==> config.mk <==
export PLATFORM = sky130hd
export DESIGN_NAME = lfv_scan_addr
export DESIGN_NICKNAME = d
export VERILOG_FILES = /design/src/rtl/lfv_pkg.sv /design/src/rtl/lfv_raster.sv /design/src/rtl/lfv_lin_eval.sv /design/src/rtl/lfv_scale.sv /design/src/rtl/lfv_addr.sv /design/src/rtl/lfv_unpack.sv /design/src/rtl/lfv_scan_addr.sv
export SDC_FILE = /design/constraint.sdc
export NUM_CORES = 2
export LEC_CHECK = 0
export BUFFER_PORTS_ARGS = -buffer_cell sky130_fd_sc_hd__buf_2
export CORE_MARGIN = 3
export CORE_UTILIZATION = 30
export DETAILED_ROUTE_END_ITERATION = 12
export PLACE_DENSITY = 0.5
export SLEW_MARGIN = 20
export SYNTH_ARGS = -nofsm -noshare
export SYNTH_HDL_FRONTEND = slang
export SYNTH_SLANG_ARGS = --single-unit
==> constraint.sdc <==
create_clock -name clk -period 4.24 [get_ports clk]
set_input_delay 0.848 -clock clk [delete_from_list [all_inputs] [get_ports clk]]
set_output_delay 0.848 -clock clk [all_outputs]
set_load 0.02 [all_outputs]
==> src/rtl/lfv_pkg.sv <==
package lfv_pkg;

   typedef enum logic [1:0] {
      CF_BASE  = 2'd0,
      CF_XSTEP = 2'd1,
      CF_YSTEP = 2'd2,
      CF_NONE  = 2'd3
   } coef_sel_e;

   localparam int NUM_CRD = 4;
   localparam int FRAC_BITS = 8;

   function automatic bit is_pow2(input int n);
      return (n > 0) && ((n & (n - 1)) == 0);
   endfunction

   function automatic int max4(input int a, input int b, input int c, input int d);
      int m;
      m = a;
      if (b > m) m = b;
      if (c > m) m = c;
      if (d > m) m = d;
      return m;
   endfunction

endpackage

==> src/rtl/lfv_raster.sv <==
module lfv_raster #(
   parameter int H_PIX = 640,
   parameter int V_PIX = 480
) (
   input  logic clk,
   input  logic rst_n,
   input  logic en,
   output logic at_origin,
   output logic line_end,
   output logic last_pix
);
   localparam int XW = (H_PIX > 1) ? $clog2(H_PIX) : 1;
   localparam int YW = (V_PIX > 1) ? $clog2(V_PIX) : 1;
   localparam logic [XW-1:0] X_LAST = XW'(H_PIX - 1);
   localparam logic [YW-1:0] Y_LAST = YW'(V_PIX - 1);

   if (H_PIX < 2) begin : g_bad_h
      $error("lfv_raster: H_PIX must be at least 2");
   end
   if (V_PIX < 2) begin : g_bad_v
      $error("lfv_raster: V_PIX must be at least 2");
   end

   logic [XW-1:0] xq;
   logic [YW-1:0] yq;

   assign line_end  = (xq == X_LAST);
   assign last_pix  = line_end && (yq == Y_LAST);
   assign at_origin = (xq == '0) && (yq == '0);

   always_ff @(posedge clk or negedge rst_n) begin
      if (!rst_n) begin
         xq <= '0;
         yq <= '0;
      end else if (en) begin
         if (line_end) begin
            xq <= '0;
            yq <= last_pix ? '0 : yq + 1'b1;
         end else begin
            xq <= xq + 1'b1;
         end
      end
   end

   AST_X_IN_RANGE: assert property (@(posedge clk) disable iff (!rst_n)
      xq <= X_LAST);
   AST_Y_IN_RANGE: assert property (@(posedge clk) disable iff (!rst_n)
      yq <= Y_LAST);
   AST_LINE_WRAP: assert property (@(posedge clk) disable iff (!rst_n)
      (en && line_end) |=> (xq == '0));
   AST_FRAME_WRAP: assert property (@(posedge clk) disable iff (!rst_n)
      (en && last_pix) |=> at_origin);
   AST_HOLD_IDLE: assert property (@(posedge clk) disable iff (!rst_n)
      !en |=> ($stable(xq) && $stable(yq)));

endmodule

==> src/rtl/lfv_lin_eval.sv <==
module lfv_lin_eval #(
   parameter int CW    = 20,
   parameter int FRAC  = 8,
   parameter int GUARD = 12,
   parameter int DIM   = 256,
   parameter int CRD_W = 8
) (
   input  logic             clk,
   input  logic             rst_n,
   input  logic             en,
   input  logic             commit,
   input  logic             line_end,
   input  logic             wr_base,
   input  logic             wr_xstep,
   input  logic             wr_ystep,
   input  logic [CW-1:0]    wdata,
   output logic [CRD_W-1:0] crd,
   output logic             in_range
);
   localparam int ACC_W = CW + GUARD;
   localparam int IW    = ACC_W - FRAC;
   localparam logic signed [IW-1:0]  LIM = IW'(DIM);
   localparam logic [CRD_W-1:0]      TOP = CRD_W'(DIM - 1);

   if (FRAC >= CW) begin : g_bad_frac
      $error("lfv_lin_eval: FRAC must be below CW");
   end
   if ((1 << CRD_W) < DIM) begin : g_bad_crd
      $error("lfv_lin_eval: CRD_W too narrow for DIM");
   end
   if (IW <= CRD_W) begin : g_bad_iw
      $error("lfv_lin_eval: integer part narrower than coordinate");
   end

   // staging and active copies of the three coefficients
   logic [CW-1:0] stg_b, stg_x, stg_y;
   logic [CW-1:0] act_x, act_y;

   logic signed [ACC_W-1:0] acc, lstart;
   logic signed [ACC_W-1:0] x_ext, y_ext, b_ext;
   logic signed [IW-1:0]    ipart;
   logic under, over;

   assign b_ext = {{GUARD{stg_b[CW-1]}}, stg_b};
   assign x_ext = {{GUARD{act_x[CW-1]}}, act_x};
   assign y_ext = {{GUARD{act_y[CW-1]}}, act_y};

   always_ff @(posedge clk or negedge rst_n) begin
      if (!rst_n) begin
         stg_b <= '0;
         stg_x <= '0;
         stg_y <= '0;
      end else begin
         if (wr_base)  stg_b <= wdata;
         if (wr_xstep) stg_x <= wdata;
         if (wr_ystep) stg_y <= wdata;
      end
   end

   always_ff @(posedge clk or negedge rst_n) begin
      if (!rst_n) begin
         act_x  <= '0;
         act_y  <= '0;
         acc    <= '0;
         lstart <= '0;
      end else if (commit) begin
         act_x  <= stg_x;
         act_y  <= stg_y;
         acc    <= b_ext;
         lstart <= b_ext;
      end else if (en) begin
         if (line_end) begin
            acc    <= lstart + y_ext;
            lstart <= lstart + y_ext;
         end else begin
            acc <= acc + x_ext;
         end
      end
   end

   assign ipart    = acc[ACC_W-1:FRAC];
   assign under    = ipart[IW-1];
   assign over     = !under && (ipart >= LIM);
   assign in_range = !under && !over;
   assign crd      = under ? '0 : (over ? TOP : ipart[CRD_W-1:0]);

   AST_CRD_BOUND: assert property (@(posedge clk) disable iff (!rst_n)
      crd <= TOP);
   AST_ACC_HOLD: assert property (@(posedge clk) disable iff (!rst_n)
      (!en && !commit) |=> $stable(acc));
   AST_ACT_STABLE: assert property (@(posedge clk) disable iff (!rst_n)
      !commit |=> ($stable(act_x) && $stable(act_y)));

endmodule

==> src/rtl/lfv_scale.sv <==
module lfv_scale #(
   parameter int DIM = 256,
   parameter int W   = 22
) (
   input  logic [W-1:0] a,
   output logic [W-1:0] y
);
   import lfv_pkg::*;

   if (DIM < 2) begin : g_bad_dim
      $error("lfv_scale: DIM must be at least 2");
   end

   if (is_pow2(DIM)) begin : g_shift
      localparam int SH = $clog2(DIM);
      assign y = a << SH;
   end else begin : g_mult
      localparam logic [W-1:0] K = W'(DIM);
      assign y = a * K;
   end

endmodule

==> src/rtl/lfv_addr.sv <==
module lfv_addr #(
   parameter int DIM_T  = 8,
   parameter int DIM_U  = 256,
   parameter int DIM_V  = 256,
   parameter int CRD_W  = 8,
   parameter int ADDR_W = 22
) (
   input  logic [CRD_W-1:0]  s,
   input  logic [CRD_W-1:0]  t,
   input  logic [CRD_W-1:0]  u,
   input  logic [CRD_W-1:0]  v,
   output logic [ADDR_W-1:0] addr
);
   if (CRD_W > ADDR_W) begin : g_bad_w
      $error("lfv_addr: coordinate wider than address");
   end

   logic [ADDR_W-1:0] s_sc, p1, p1_sc, p2, p2_sc;

   lfv_scale #(.DIM(DIM_T), .W(ADDR_W)) u_sc_t (.a(ADDR_W'(s)), .y(s_sc));
   assign p1 = s_sc + ADDR_W'(t);

   lfv_scale #(.DIM(DIM_U), .W(ADDR_W)) u_sc_u (.a(p1), .y(p1_sc));
   assign p2 = p1_sc + ADDR_W'(u);

   lfv_scale #(.DIM(DIM_V), .W(ADDR_W)) u_sc_v (.a(p2), .y(p2_sc));
   assign addr = p2_sc + ADDR_W'(v);

endmodule

==> src/rtl/lfv_unpack.sv <==
module lfv_unpack (
   input  logic [31:0] word,
   output logic [4:0]  red,
   output logic [5:0]  grn,
   output logic [4:0]  blu,
   output logic [15:0] depth
);
   logic [15:0] colour;

   assign colour = word[31:16];
   assign red    = colour[15:11];
   assign grn    = colour[10:5];
   assign blu    = colour[4:0];
   assign depth  = word[15:0];

endmodule

==> src/rtl/lfv_scan_addr.sv <==
module lfv_scan_addr #(
   parameter int H_PIX  = 640,
   parameter int V_PIX  = 480,
   parameter int DIM_S  = 8,
   parameter int DIM_T  = 8,
   parameter int DIM_U  = 256,
   parameter int DIM_V  = 256,
   parameter int CW     = 20,
   parameter int GUARD  = 12,
   parameter int ADDR_W = $clog2(DIM_S * DIM_T * DIM_U * DIM_V)
) (
   input  logic              clk,
   input  logic              rst_n,
   input  logic              pix_en,
   input  logic              cfg_we,
   input  logic [3:0]        cfg_sel,
   input  logic [CW-1:0]     cfg_data,
   output logic [ADDR_W-1:0] fb_addr,
   output logic              pix_stb,
   output logic              pix_ok,
   output logic              frame_start,
   input  logic [31:0]       rd_word,
   output logic [4:0]        red,
   output logic [5:0]        grn,
   output logic [4:0]        blu,
   output logic [15:0]       depth
);
   import lfv_pkg::*;

   localparam int DMAX  = max4(DIM_S, DIM_T, DIM_U, DIM_V);
   localparam int CRD_W = $clog2(DMAX);
   localparam longint TOTAL = longint'(DIM_S) * DIM_T * DIM_U * DIM_V;

   if ((longint'(1) << ADDR_W) < TOTAL) begin : g_bad_addr
      $error("lfv_scan_addr: ADDR_W too narrow for the array");
   end
   if (GUARD < $clog2(H_PIX + V_PIX) + 1) begin : g_bad_guard
      $error("lfv_scan_addr: GUARD too small for the raster");
   end

   function automatic int dim_of(input int k);
      case (k)
         0:       return DIM_S;
         1:       return DIM_T;
         2:       return DIM_U;
         default: return DIM_V;
      endcase
   endfunction

   logic at_origin, line_end, last_pix, commit;
   logic [CRD_W-1:0]      crd [NUM_CRD];
   logic [NUM_CRD-1:0]    inr;
   logic [ADDR_W-1:0]     addr_d;

   lfv_raster #(.H_PIX(H_PIX), .V_PIX(V_PIX)) u_raster (
      .clk      (clk),
      .rst_n    (rst_n),
      .en       (pix_en),
      .at_origin(at_origin),
      .line_end (line_end),
      .last_pix (last_pix)
   );

   // staged coefficients go live at the frame boundary
   assign commit = (at_origin && !pix_en) || (pix_en && last_pix);

   for (genvar g = 0; g < NUM_CRD; g++) begin : g_eval
      logic hit;
      assign hit = cfg_we && (cfg_sel[3:2] == 2'(g));
      lfv_lin_eval #(
         .CW   (CW),
         .FRAC (FRAC_BITS),
         .GUARD(GUARD),
         .DIM  (dim_of(g)),
         .CRD_W(CRD_W)
      ) u_eval (
         .clk     (clk),
         .rst_n   (rst_n),
         .en      (pix_en),
         .commit  (commit),
         .line_end(line_end),
         .wr_base (hit && (cfg_sel[1:0] == CF_BASE)),
         .wr_xstep(hit && (cfg_sel[1:0] == CF_XSTEP)),
         .wr_ystep(hit && (cfg_sel[1:0] == CF_YSTEP)),
         .wdata   (cfg_data),
         .crd     (crd[g]),
         .in_range(inr[g])
      );
   end

   lfv_addr #(
      .DIM_T (DIM_T),
      .DIM_U (DIM_U),
      .DIM_V (DIM_V),
      .CRD_W (CRD_W),
      .ADDR_W(ADDR_W)
   ) u_addr (
      .s   (crd[0]),
      .t   (crd[1]),
      .u   (crd[2]),
      .v   (crd[3]),
      .addr(addr_d)
   );

   always_ff @(posedge clk or negedge rst_n) begin
      if (!rst_n) begin
         fb_addr     <= '0;
         pix_stb     <= 1'b0;
         pix_ok      <= 1'b0;
         frame_start <= 1'b0;
      end else begin
         pix_stb     <= pix_en;
         pix_ok      <= pix_en && (&inr);
         frame_start <= pix_en && at_origin;
         if (pix_en) fb_addr <= addr_d;
      end
   end

   lfv_unpack u_unpack (
      .word (rd_word),
      .red  (red),
      .grn  (grn),
      .blu  (blu),
      .depth(depth)
   );

   AST_FS_NEEDS_STB: assert property (@(posedge clk) disable iff (!rst_n)
      frame_start |-> pix_stb);
   AST_OK_NEEDS_STB: assert property (@(posedge clk) disable iff (!rst_n)
      pix_ok |-> pix_stb);
   AST_ADDR_IN_ARRAY: assert property (@(posedge clk) disable iff (!rst_n)
      pix_stb |-> (longint'(fb_addr) < TOTAL));
   AST_ADDR_HOLD: assert property (@(posedge clk) disable iff (!rst_n)
      !pix_en |=> $stable(fb_addr));
   AST_FS_AFTER_WRAP: assert property (@(posedge clk) disable iff (!rst_n)
      (pix_en && last_pix) |=> !frame_start);

endmodule

## After elaboration in Yosys (flattened, before gate mapping)

Cells that the tools add are included.

- $add $sub $neg: 13
- $lt $le $gt $ge: 4
- Eq/ne operators: 7
- Multiplexer cells: 34
- Reduce and logical (&&, ||, !) cells: 49

Operator list:

| operator | count |
|---|---|
| $mux 32 | 24 |
| $add 32x20->32 | 8 |
| $ge 24x10->1 const B | 2 |
| $ge 24x5->1 const B | 2 |
| $mux 8 | 4 |
| $logic_and 1x1->1 | 30 |
| $add 22x8->22 | 1 |
| $add 14x8->14 | 1 |
| $mux 6 | 2 |
| $add 10x1->10 const B | 1 |
| $eq 10x10->1 const B | 1 |
| $logic_not 10->1 | 1 |
| $mux 10 | 1 |
| $add 9x1->9 const B | 1 |
| $eq 9x9->1 const B | 1 |
| $logic_not 1->1 | 9 |
| $logic_not 9->1 | 1 |
| $mux 9 | 1 |
| $add 6x6->6 | 1 |
| $eq 2x2->1 const B | 3 |
| $mux 3 | 2 |
| $eq 2x1->1 const B | 2 |
| $logic_not 2->1 | 2 |
| $reduce_and 2->1 | 2 |
| other kinds (3) | 4 |

- Bits in registers: 700
- Word-level logic and storage cells: 141

## Depth between registers and ports, before layout

- Depth after elaboration: 7
- Gate-level depth with buffers: 13
- Gate-level depth less buffers: 13

## By module

From an unflattened synthesis, not the netlist that was laid out.

- Cell total of the unflattened synthesis: 4,576
- Area total of the unflattened synthesis: 44,953.1 um2

Modules (own cells, without submodules):

| module | instances | cells an instance | area an instance (um2) |
|---|---|---|---|
| lfv_lin_eval at g_eval[0].u_eval ... | 2 | 995 | 9,975.8 |
| lfv_lin_eval at g_eval[3].u_eval | 1 | 1,027 | 10,188.5 |
| lfv_lin_eval at g_eval[2].u_eval | 1 | 1,029 | 10,116.0 |
| lfv_addr | 1 | 244 | 1,793.0 |
| lfv_scan_addr | 1 | 73 | 1,104.8 |
| lfv_raster | 1 | 112 | 1,052.3 |
| lfv_scale | 3 | 23 | 168.9 |
| lfv_unpack | 1 | 32 | 240.2 |

## Worst setup path after synthesis

No wires, ideal clock.

- Path kind: register -> register
- Start point: register g_eval[3].u_eval.acc[0]
- End point: register g_eval[3].u_eval.acc[30]
- Data arrival time: 2,915 ps
- Data required time: 4,114 ps
- Path slack: 1,199 ps
- Cell stages (with the launch flop): 14
- Cells stage by stage: dfrtp_1 ha_1 inv_1 fa_1 nor2b_1 o31a_1 o2111ai_4 a31oi_4 a41o_1 a21o_1 a2111oi_4 nor3_1 mux2i_1 o32a_1

- Longest elaborated chain between the ends: 4

Ends and longest elaborated chain:

| element | RTL line | RTL |
|---|---|---|
| start: declaration | lfv_lin_eval.sv:39 | `logic signed [ACC_W-1:0] acc, lstart;` |
| start signal: assignment | lfv_lin_eval.sv:69 | `acc <= b_ext;` |
| start signal: assignment | lfv_lin_eval.sv:73 | `acc <= lstart + y_ext;` |
| start signal: assignment | lfv_lin_eval.sv:76 | `acc <= acc + x_ext;` |
| $add 32x20->32 | lfv_lin_eval.sv:76 |  |
| $mux 32 | lfv_lin_eval.sv:72 | `if (line_end) begin` |
| $mux 32 | lfv_lin_eval.sv:71 | `end else if (en) begin` |
| $mux 32 | lfv_lin_eval.sv:66 | `end else if (commit) begin` |

No other way between the ends. The select of a mux whose other input is x is not followed.
A chain may end at the register's enable or synchronous reset.

## Worst setup path in the final report

- Start point: register g_eval[3].u_eval.lstart[1]
- End point: register g_eval[3].u_eval.acc[31]

- Longest elaborated chain between the ends: 4

Ends and longest elaborated chain:

| element | RTL line | RTL |
|---|---|---|
| start: declaration | lfv_lin_eval.sv:39 |  |
| start signal: assignment | lfv_lin_eval.sv:70 | `lstart <= b_ext;` |
| start signal: assignment | lfv_lin_eval.sv:74 | `lstart <= lstart + y_ext;` |
| $add 32x20->32 | lfv_lin_eval.sv:73 |  |
| $mux 32 | lfv_lin_eval.sv:72 |  |
| $mux 32 | lfv_lin_eval.sv:71 |  |
| $mux 32 | lfv_lin_eval.sv:66 |  |

No other way between the ends. The select of a mux whose other input is x is not followed.

==> key figures <==
Status
  • Status: finished, final reports clean

Critical path
  • CP top delay family: compound AO/OA/AOI/OAI gates
  • Critical path's slowest cell: a211oi_1
  • Crit. End Element: flip-flop
  • CP Cell Sequence: ha_1, a211oi_1, o211ai_1, a211oi_1, nor3_1, nor4b_1, and4b_1, xnor2_1, o21ai_1, a21oi_1, o2bb2ai_1
  • WP data required: 4770 ps
  • Worst Path Max Fanout: 4
  • Worst stage delay on the critical path: 780 ps
  • Critical Path Start: g_eval[3].u_eval.lstart[1]
  • Critical path launch point type: flip-flop
  • Crit Path Category: reg2reg
  • Critical Path Most Common Cell: a211oi_1
  • FF-to-FF path depth: 11
  • Buf+Inv Stages, Crit Path: 0
  • Reg2reg setup slack: 600 ps
  • Worst r2r src: g_eval[3].u_eval.lstart[1]
  • Reg2reg end: g_eval[3].u_eval.acc[31]
  • Worst path depth: 11
  • Arr. time, crit path: 4170 ps
  • Critical Path End: g_eval[3].u_eval.acc[31]

Global routing
  • Initial antenna violation count: 13
  • First-pass GRT wire length: 196000 microns
  • Total Routing Usage GR: 17.6%
  • Vias in the first global route: 32300
  • Total grt overflow: 0
  • Largest net degree at the start of global routing: 103

Synth
  • Ys async rst share: 100%
  • Cell with the most instances after synthesis: nand2_1
  • Post-synth top area cell: dfrtp_1
  • Post-Synthesis Cells: 4519
  • Top cells by area, synth: dfrtp_1 42%, ha_1 7.6%, nand2_1 6.8%
  • Register area share after synthesis: 42.2%
  • Post-synth top cells: 748 x nand2_1, 700 x dfrtp_1, 429 x nor2_1, 364 x a21oi_1, 253 x ha_1
  • Yosys Warn Count: 0
  • Mapped cell area: 41500 sq um
  • #FFs+latches synth: 700
  • EDFF count, synth: 0
  • Average size of a mapped cell: 9.19 sq um
  • Synth Net Count: 4841
  • Main synth FF type: dfrtp_1
  • Synth cell types: 87
  • Synth top area share: 42.2%

Floorplan
  • Die height: 378 microns
  • Cell Rows: 135
  • Full die area: 143000 sq um
  • Core area: 136000 sq um
  • Die span in x: 378 microns
  • Top Ports: 117
  • Starting density of the core: 30.4%

Timing
  • Fmax: 275 MHz
  • Fin crit period: 3640 ps
  • Fin crit share: 85.9%
  • Hold Fails Final Rpt: 0
  • Worst Tran Pin Value: 1050 ps
  • RSZ-0062 raised after global routing: no
  • Finish-stage setup viols: 0
  • Fin Clk Skew: 22.4 ps
  • Relative slew slack: 29.9%
  • Hold_ws: 157 ps
  • Slew Limit Fails: 0
  • Final Worst Setup Slack: 600 ps
  • Setup TNS: 0 ps

Clock tree
  • Clock slew at reported path FFs: 60 ps
  • PostCTS Resize Cnt: 0
  • Clk buf depth: 3
  • Worst skew pair latency: 690 ps
  • Root buffer cell: clkbuf_16
  • CTS sink count: 700
  • Max H-tree Level: 3
  • CTS tree: built
  • Inserted Clock Buffers: 85
  • Hold_buf cts: 0
  • Post-CTS Setup Inserts: 0

Route
  • Vias: 33000
  • DR vias/cell: 5.21
  • Antenna-violating nets left: 0
  • Drt drc: 0
  • First DRT Iteration DRCs: 2558
  • WL per Instance: 19.9 microns
  • Wl on met1: 62100 microns
  • Met3 wire length: 6400 microns
  • DR top layer: met5
  • DR WL met2: 55100 microns
  • Routed WL: 126000 microns
  • First drt pass iteration count: 6

Power
  • P_leak: 21.9 nW
  • Peak supply drop: 0.000282 V
  • PD cells: 407 nW/um^2
  • Final Power: 19.0 mW

Finish
  • Final non-filler cell total: 6342
  • Area Growth Syn to Fin: 12.4%
  • Layout cell share with drive strength beyond 1: 12.2%
  • # fillers: 14100
  • Nets: 4812

Placement
  • HPWL after DPL: 88000 microns
  • Dpl cells: 6184
  • Routability cong.: 0.881
  • Number of port buffers: 52
  • Place WS: 725 ps

Hold path
  • Hold crit path type: in2async

Run
  • Max cap viols: 0
[worst reg2reg max path, stage by stage (launching register included)]
cell	delay, ps
dfrtp_1	380
ha_1	310
a211oi_1	360
o211ai_1	290
a211oi_1	780
nor3_1	290
nor4b_1	340
and4b_1	270
xnor2_1	180
o21ai_1	80
a21oi_1	130
o2bb2ai_1	80
[cells in the final DEF (no fill, tap or decap), types with 35 or more instances in the layout]
| cell | n |
|---|---|
| a31oi_1 | 37 |
| nand2_1 | 745 |
| xnor2_1 | 134 |
| nor2b_1 | 35 |
| buf_4 | 57 |
| clkbuf_16 | 86 |
| inv_1 | 69 |
| a21o_1 | 134 |
| nor2_1 | 418 |
| a211oi_1 | 53 |
| mux2i_1 | 41 |
| nand3_1 | 53 |
| ha_1 | 253 |
| dfrtp_1 | 700 |
| xor2_1 | 88 |
| nor3_1 | 46 |
| buf_2 | 51 |
| a21oi_1 | 364 |
| o21a_1 | 59 |
| o21ai_1 | 40 |
| o21ai_0 | 239 |
| mux2_2 | 244 |
[stage by stage]
step / cell area, sq um / utilization (%)
finish: 46700 / 34.2
global route: 46700 / 34.2
CTS: 46700 / 34.2
detailed placement: 43900 / 32.1
global placement: 43900 / 32.1
floorplan: 41500 / -
[sequential cells by signal (all words and copies together) (netlist names)]
| register | flops |
|---|---|
| u_raster.yq | 9 |
| g_eval.u_eval.stg_b | 80 |
| g_eval.u_eval.act_x | 80 |
| g_eval.u_eval.acc | 128 |
| g_eval.u_eval.act_y | 80 |
| g_eval.u_eval.stg_y | 80 |
| frame_start | 1 |
| g_eval.u_eval.lstart | 128 |
| fb_addr | 22 |
| g_eval.u_eval.stg_x | 80 |
| u_raster.xq | 10 |
| pix_ok | 1 |
| pix_stb | 1 |
[worst min path at each step]
stage	startpoint	to	depth (start not counted)
2_1_floorplan	g_eval[0].u_eval.stg_x[0]	g_eval[0].u_eval.act_x[0]	2
3_3_place_gp	g_eval[0].u_eval.stg_x[18]	g_eval[0].u_eval.act_x[18]	2
3_5_place_dp	g_eval[0].u_eval.stg_y[16]	g_eval[0].u_eval.act_y[16]	2
4_1_cts	rst_n	g_eval[3].u_eval.acc[31]	1
5_1_grt	rst_n	fb_addr[6]	1
6_report	rst_n	g_eval[3].u_eval.acc[31]	1
[cells by family after synthesis]
family	synth area share [%]
compound gates	18.5
xor+xnor	4.68
fa+ha+maj	8.06
buf+inv	3.15
flops	42.2
mux	7.63
other cells	0.0181
simple gates	15.7
[routing by layer]
layer  vias to the layer above  global-route usage, %
met5                         -                      0
met4                         6                   4.79
met3                       137                   2.88
met2                       675                   26.8
met1                     16200                   25.6
li1                      16000                      -
[final cells by class]
| cell class | instances | area, sq um | area share, % |
|---|---|---|---|
| diodes | 5 | 12.5 | 0.0268 |
| inverters | 70 | 263 | 0.563 |
| flip-flops and latches | 700 | 17500 | 37.5 |
| multi-input cells | 3506 | 22800 | 48.8 |
| well taps | 1781 | 2230 | 4.77 |
| clock inverters | 28 | 363 | 0.777 |
| repair buffers | 127 | 1060 | 2.27 |
| clock buffers | 125 | 2440 | 5.22 |
[where the power goes]
| part | leakage (nW) | total [mW] | switching (mW) | internal [mW] |
|---|---|---|---|---|
| clock network | 1.38 | 7.45 | 3.08 | 4.37 |
| logic | 11.9 | 3.21 | 1.71 | 1.50 |
| registers | 8.64 | 8.35 | 0.716 | 7.63 |
Note: power is estimated with default switching activity, not from simulation.
